$ cat config.mk
export PLATFORM = sky130hd
export DESIGN_NAME = gpio_pull_top
export DESIGN_NICKNAME = d
export VERILOG_FILES = /design/src/rtl/gpio_pkg.sv /design/src/rtl/gpio_ctrl.sv /design/src/rtl/gpio_dp.sv /design/src/rtl/gpio_pull_top.sv
export SDC_FILE = /design/constraint.sdc
export NUM_CORES = 1
export LEC_CHECK = 0
export BUFFER_PORTS_ARGS = -buffer_cell sky130_fd_sc_hd__buf_4
export CORE_ASPECT_RATIO = 1.4
export CORE_MARGIN = 2
export CORE_UTILIZATION = 40
export CTS_CLUSTER_SIZE = 10
export DETAILED_ROUTE_END_ITERATION = 7
export PLACE_DENSITY_LB_ADDON = 0.3
export SETUP_SLACK_MARGIN = 0.2
export SLEW_MARGIN = 5
export SYNTH_ARGS = -nofsm -noshare
export SYNTH_HDL_FRONTEND = slang
export SYNTH_HIERARCHICAL = 1
export SYNTH_SLANG_ARGS = --single-unit
$ cat constraint.sdc
create_clock -name clk -period 6.57 [get_ports clk]
set_input_delay 1.314 -clock clk [delete_from_list [all_inputs] [get_ports clk]]
set_output_delay 1.314 -clock clk [all_outputs]
set_load 0.01 [all_outputs]
$ cat src/rtl/gpio_pkg.sv
package gpio_pkg;
  localparam int NPORT  = 8;
  localparam int PW     = 8;
  localparam int NPIN   = NPORT * PW;
  localparam int AW     = 5;
  localparam int PULLA_W = 5;
  localparam int PULLB_W = 6;
  localparam logic [AW-1:0] PULLA_ADDR = 5'h16;
  localparam logic [AW-1:0] PULLB_ADDR = 5'h17;

  typedef enum logic [1:0] {KIND_PIN, KIND_WHOLE, KIND_IN} kind_e;

  function automatic kind_e portKind(input int p);
    if (p == 0 || p == 1) return KIND_WHOLE;
    if (p == 3) return KIND_IN;
    return KIND_PIN;
  endfunction

  function automatic logic [PW-1:0] dirMask(input int p);
    case (portKind(p))
      KIND_WHOLE: return 8'h01;
      KIND_IN:    return 8'h00;
      default:    return (p == 4) ? 8'hFE : 8'hFF;
    endcase
  endfunction

  // Polarity of each pin's pull resistor (1 = up); pins without pull are 0.
  localparam logic [NPIN-1:0] PULL_UP_MAP = 64'h03FF_FFFE_00FF_0000;

  typedef struct packed {
    logic [NPORT-1:0] latchWr;
    logic [NPORT-1:0] dirWr;
    logic             pullAWr;
    logic             pullBWr;
    logic [NPORT-1:0] latchRd;
    logic [NPORT-1:0] dirRd;
    logic             pullARd;
    logic             pullBRd;
  } strobe_t;
endpackage

$ cat src/rtl/gpio_ctrl.sv
module gpio_ctrl
  import gpio_pkg::*;
#(
  parameter int ADDR_W = AW
) (
  input  logic [ADDR_W-1:0] addr,
  input  logic              wrEn,
  output strobe_t           stb
);
  always_comb begin
    stb = '0;
    for (int p = 0; p < NPORT; p++) begin
      if (addr == ADDR_W'(2 * p)) begin
        stb.latchRd[p] = 1'b1;
        stb.latchWr[p] = wrEn;
      end
      if (addr == ADDR_W'(2 * p + 1)) begin
        stb.dirRd[p] = 1'b1;
        stb.dirWr[p] = wrEn;
      end
    end
    if (addr == ADDR_W'(PULLA_ADDR)) begin
      stb.pullARd = 1'b1;
      stb.pullAWr = wrEn;
    end
    if (addr == ADDR_W'(PULLB_ADDR)) begin
      stb.pullBRd = 1'b1;
      stb.pullBWr = wrEn;
    end
  end
endmodule

$ cat src/rtl/gpio_dp.sv
module gpio_dp
  import gpio_pkg::*;
(
  input  logic            clk,
  input  logic            rstN,
  input  strobe_t         stb,
  input  logic [PW-1:0]   wrData,
  input  logic [NPIN-1:0] padIn,
  output logic [PW-1:0]   rdData,
  output logic [NPIN-1:0] padOut,
  output logic [NPIN-1:0] padOe,
  output logic [NPIN-1:0] pullEn,
  output logic [NPIN-1:0] pullUp
);
  logic [NPORT-1:0][PW-1:0] latchQ;
  logic [NPORT-1:0][PW-1:0] dirQ;
  logic [NPORT-1:0][PW-1:0] oeV;
  logic [NPORT-1:0][PW-1:0] portRd;
  logic [NPIN-1:0]          syncA;
  logic [NPIN-1:0]          syncB;
  logic [PULLA_W-1:0]       pullAQ;
  logic [PULLB_W-1:0]       pullBQ;
  logic [NPIN-1:0]          grpEn;
  logic [1:0]               sinceRst;

  // Two-flop pad synchronizer
  always_ff @(posedge clk) begin
    if (!rstN) begin
      syncA <= '0;
      syncB <= '0;
      sinceRst <= '0;
    end else begin
      syncA <= padIn;
      syncB <= syncA;
      if (sinceRst != 2'd2) sinceRst <= sinceRst + 2'd1;
    end
  end

  AST_SYNC_LAG: assert property (@(posedge clk) disable iff (!rstN)
    (sinceRst == 2'd2) |-> (syncB == $past(padIn, 2)));

  for (genvar p = 0; p < NPORT; p++) begin : gPort
    always_ff @(posedge clk) begin
      if (!rstN) begin
        latchQ[p] <= '0;
        dirQ[p]   <= '0;
      end else begin
        if (stb.latchWr[p]) latchQ[p] <= wrData;
        if (stb.dirWr[p])   dirQ[p]   <= wrData & dirMask(p);
      end
    end

    if (portKind(p) == KIND_WHOLE) begin : gWhole
      assign oeV[p] = {PW{dirQ[p][0]}};
      AST_DIR_WHOLE: assert property (@(posedge clk) disable iff (!rstN)
        stb.dirWr[p] |=> (oeV[p] == {PW{$past(wrData[0])}}));
    end else if (portKind(p) == KIND_IN) begin : gIn
      assign oeV[p] = '0;
    end else begin : gPin
      assign oeV[p] = dirQ[p];
      AST_DIR_PIN: assert property (@(posedge clk) disable iff (!rstN)
        stb.dirWr[p] |=> (oeV[p] == ($past(wrData) & dirMask(p))));
    end

    assign portRd[p] = (latchQ[p] & oeV[p]) | (syncB[p*PW +: PW] & ~oeV[p]);

    AST_LATCH_HOLD: assert property (@(posedge clk) disable iff (!rstN)
      !stb.latchWr[p] |=> $stable(latchQ[p]));
    AST_OUT_READ: assert property (@(posedge clk) disable iff (!rstN)
      stb.latchRd[p] |-> (((rdData ^ latchQ[p]) & oeV[p]) == '0));
  end

  // Pull registers
  always_ff @(posedge clk) begin
    if (!rstN) begin
      pullAQ <= '0;
      pullBQ <= '0;
    end else begin
      if (stb.pullAWr) pullAQ <= wrData[PULLA_W-1:0];
      if (stb.pullBWr) pullBQ <= wrData[PULLB_W-1:0];
    end
  end

  // Group map: which pull bit covers which pins
  always_comb begin
    grpEn = '0;
    grpEn[0*PW +: PW]     = {PW{pullAQ[0]}};
    grpEn[1*PW +: PW]     = {PW{pullAQ[1]}};
    grpEn[2*PW +: PW]     = {PW{pullAQ[2]}};
    grpEn[3*PW+4 +: 4]    = {4{pullAQ[3]}};
    grpEn[7*PW +: 2]      = {2{pullAQ[4]}};
    grpEn[4*PW+1 +: 3]    = {3{pullBQ[0]}};
    grpEn[4*PW+4 +: 4]    = {4{pullBQ[1]}};
    grpEn[5*PW +: 4]      = {4{pullBQ[2]}};
    grpEn[5*PW+4 +: 4]    = {4{pullBQ[3]}};
    grpEn[6*PW +: 4]      = {4{pullBQ[4]}};
    grpEn[6*PW+4 +: 4]    = {4{pullBQ[5]}};
  end

  assign padOut = latchQ;
  assign padOe  = oeV;
  assign pullEn = grpEn & ~padOe;
  assign pullUp = PULL_UP_MAP;

  // Read-back mux
  always_comb begin
    rdData = '0;
    for (int p = 0; p < NPORT; p++) begin
      if (stb.latchRd[p]) rdData = rdData | portRd[p];
      if (stb.dirRd[p])   rdData = rdData | dirQ[p];
    end
    if (stb.pullARd) rdData = rdData | PW'(pullAQ);
    if (stb.pullBRd) rdData = rdData | PW'(pullBQ);
  end
endmodule

$ cat src/rtl/gpio_pull_top.sv
module gpio_pull_top
  import gpio_pkg::*;
#(
  parameter int ADDR_W = AW
) (
  input  logic              clk,
  input  logic              rstN,
  input  logic [ADDR_W-1:0] addr,
  input  logic [PW-1:0]     wrData,
  input  logic              wrEn,
  output logic [PW-1:0]     rdData,
  input  logic [NPIN-1:0]   padIn,
  output logic [NPIN-1:0]   padOut,
  output logic [NPIN-1:0]   padOe,
  output logic [NPIN-1:0]   pullEn,
  output logic [NPIN-1:0]   pullUp
);
  strobe_t stb;

  gpio_ctrl #(.ADDR_W(ADDR_W)) uCtrl (
    .addr (addr),
    .wrEn (wrEn),
    .stb  (stb)
  );

  gpio_dp uDp (
    .clk    (clk),
    .rstN   (rstN),
    .stb    (stb),
    .wrData (wrData),
    .padIn  (padIn),
    .rdData (rdData),
    .padOut (padOut),
    .padOe  (padOe),
    .pullEn (pullEn),
    .pullUp (pullUp)
  );
endmodule

==> load_flow_metrics.sql <==
INSERT INTO impl_metrics (metric_group, metric, value, unit) VALUES
('pwr', 'power_leakage', '0.00525', 'uW'),
('sta', 'final-hold-violation-count', '0', ''),
('die', 'placement_rows', '69', ''),
('global_routing', 'grt_antenna_before_repair', '0', ''),
('sta', 'setup_violations_final', '0', ''),
('clock_tree', 'cts_htree_levels', '1', ''),
('sta', 'setup_repair_after_global_routing_missed_its_margin', 'no', ''),
('pwr', 'power.combinational.fraction', '0.067', ''),
('die', 'design.portCount', '344', ''),
('setup_path', 'worst_path_most_repeated_cell', 'buf_4', ''),
('setup_path', 'slowest_stage', 'nor2_1', ''),
('clock_tree', 'cts_sinks', '244', ''),
('sta', 'max_freq', '215', 'MHz'),
('clock_tree', 'clk_latency', '0.53', 'ns'),
('pwr', 'power.density_cell_area', '243', 'nW/um^2'),
('clock_tree', 'ctsResizeCount', '0', ''),
('placement', 'detailedPlace.worstSlack', '1.91', 'ns'),
('die', 'area_of_the_die', '27200', 'um^2'),
('setup_path', 'startpoint_type', 'primary input', ''),
('setup_path', 'critPathLaunch', 'addr[4]', ''),
('placement', 'gp_weighted_congestion', '0.885', ''),
('sta', 'slew-limit-headroom', '0.254', ''),
('route', 'wire_length_after_detailed_routing', '34900', 'um'),
('setup_path', 'crit_path_end_kind', 'output pin', ''),
('clock_tree', 'cts.reportedPaths.clkPinSlew', '0.05', 'ns'),
('setup_path', 'cp-endpoint', 'rdData[3]', ''),
('pwr', 'share_seq_of_total_power', '0.501', ''),
('placement', 'port-buffer-count', '259', ''),
('min_path', 'hold_path.class', 'flop to flop', ''),
('clock_tree', 'post_cts_hold_buffer_count', '0', ''),
('placement', 'hpwlAfterDp', '25500', 'um'),
('setup_path', 'crit_path_max_fanout', '10', ''),
('sta', 'worst_slack', '1.92', 'ns'),
('clock_tree', 'post_cts.repair.setup_buffers', '0', ''),
('clock_tree', 'clockBufferDepth', '3', ''),
('flow_run', 'cap_violations', '0', ''),
('global_routing', 'first_global_vias', '6970', ''),
('die', 'starting_density_of_the_core', '0.408', ''),
('final_layout', 'areaGrowthSynthToFinish', '22.3', '%'),
('setup_path', 'critical_path_required', '5.26', 'ns'),
('final_layout', 'design.final.nets', '1277', ''),
('pwr', 'switchingPower', '680', 'uW'),
('route', 'drc_errors_left', '0', ''),
('pwr', 'clock_power_share', '0.431', ''),
('setup_path', 'timing.reg2reg.worst_path_depth', '2', ''),
('route', 'initialDrtViolationCount', '461', ''),
('global_routing', 'grt_max_degree', '136', ''),
('pwr', 'vdd_drop_max', '0.182', 'mV'),
('sta', 'final.setup_skew', '0.00446', 'ns'),
('setup_path', 'timing_worst_setup_path_type', 'primary input to output pin', ''),
('clock_tree', 'clock_tree.root_cell', 'clkbuf_16', ''),
('final_layout', 'combined_area_of_the_multi_input_logic_cells', '4630', 'um^2'),
('sta', 'slew_violations', '0', ''),
('synthesis', 'synth.avg_cell_area', '10.3', 'um^2'),
('global_routing', 'grtUsageTotal', '0.242', ''),
('clock_tree', 'clock_tree_from_tritoncts', 'built', ''),
('min_path', 'hold_wc_startpoint', 'uDp/syncA[22]$_SDFF_PN0_', ''),
('sta', 'min_period_over_period', '0.708', ''),
('setup_path', 'cp_data_arrival_time', '3.34', 'ns'),
('setup_path', 'regToRegSetupSlack', '5.24', 'ns'),
('run_status', 'run_status', 'finished clean', ''),
('final_layout', 'num_antenna_cells', '0', ''),
('route', 'wl_per_cell', '23.0', 'um'),
('final_layout', 'fillCellCount', '2408', ''),
('setup_path', 'worstReg2RegStart', 'uDp/padOe[0]$_SDFFE_PN0P_', ''),
('final_layout', 'sequential_cell_area', '4880', 'um^2'),
('route', 'routed_via_density', '4.91', ''),
('die', 'die-height', '194', 'um'),
('clock_tree', 'number_of_buffers_created_by_cts', '28', ''),
('pwr', 'p_sw_frac', '0.221', ''),
('die', 'die_w', '140', 'um');
worst min-delay path by stage:
stage | endpoint | slack, ns | depth (start not counted)
finish | uDp/syncB[22]$_SDFF_PN0_ | 0.43 | 1
floorplan | uDp/syncB[0]$_SDFF_PN0_ | 0.41 | 1
CTS | uDp/syncB[55]$_SDFF_PN0_ | 0.43 | 1
global placement | uDp/syncB[61]$_SDFF_PN0_ | 0.42 | 1
global route | uDp/syncB[59]$_SDFF_PN0_ | 0.44 | 1
detailed placement | uDp/syncB[55]$_SDFF_PN0_ | 0.42 | 1
metrics by stage:
| step | power, uW | util | instances | hold WS, ns | cell area, um^2 |
|---|---|---|---|---|---|
| detailed placement | 1780 | 0.469 | 1486 | 0.418 | 11900 |
| CTS | 3100 | 0.499 | 1518 | 0.430 | 12700 |
| finish | 3080 | 0.499 | 1518 | 0.429 | 12700 |
| global placement | 1780 | 0.469 | 1486 | 0.416 | 11900 |
| global route | 3180 | 0.499 | 1518 | 0.438 | 12700 |
| floorplan | 1720 | - | 1084 | 0.412 | 10700 |
critical path, delay by kind of cell:
family | cells | cell delay (ns)
compound gates | 2 | 0.31
buf+inv | 2 | 0.29
simple gates | 4 | 1.41
flip-flops by register name (all words and copies together) (netlist names):
register    flops
uDp/pullBQ      6
uDp/padOe      41
uDp/pullAQ      5
uDp/padOut     64
uDp/syncB      64
uDp/syncA      64
power by group through the flow:
stage          sequential (uW)  combinational [uW]  clock, uW
2_1_floorplan             1560                 153          0
3_5_place_dp              1570                 206          0
5_1_grt                   1540                 221       1410
4_1_cts                   1540                 207       1360
6_report                  1540                 207       1330
3_3_place_gp              1570                 206          0
cell type report:
class                           count  share of cell area
Clock buffer                       31              0.0587
Clock inverter                      1            0.000395
Inverter                            1            0.000296
Multi-Input combinational cell    656               0.366
Sequential cell                   244               0.386
Tap cell                          319              0.0315
Timing Repair Buffer              266               0.158
metal layers:
layer  wire [um]  GRT usage
met1       14100      0.291
met2       18200      0.451
met3        1780     0.0286
met4         837     0.0663
met5           0          0
layout by cell type, fill, tap and decap left out:
| master | instances |
|---|---|
| buf_4 | 266 |
| dfxtp_1 | 244 |
| nor2b_1 | 150 |
| and2_1 | 128 |
| mux2i_1 | 121 |
| conb_1 | 84 |
| mux2_2 | 46 |
| nor2_1 | 38 |
| clkbuf_16 | 29 |
| a22oi_1 | 23 |
| a221oi_1 | 11 |
| a222oi_1 | 9 |
| a22o_1 | 6 |
| nand3_1 | 5 |
| nand2_1 | 4 |
| and3_1 | 4 |
| a21oi_1 | 4 |
| nand4_1 | 4 |
| nand3b_1 | 2 |
| nand4b_1 | 2 |
| nand2b_1 | 2 |
| nand4bb_1 | 2 |
| mux2_1 | 2 |
| mux2_4 | 2 |
| clkbuf_8 | 1 |
| clkinv_2 | 1 |
| clkbuf_1 | 1 |
| or2_2 | 1 |
| or3_1 | 1 |
| or3b_2 | 1 |
| or3b_1 | 1 |
| or4b_4 | 1 |
| inv_1 | 1 |
| o211ai_1 | 1 |
| and2b_2 | 1 |
Power figures use the tool's default switching activity.
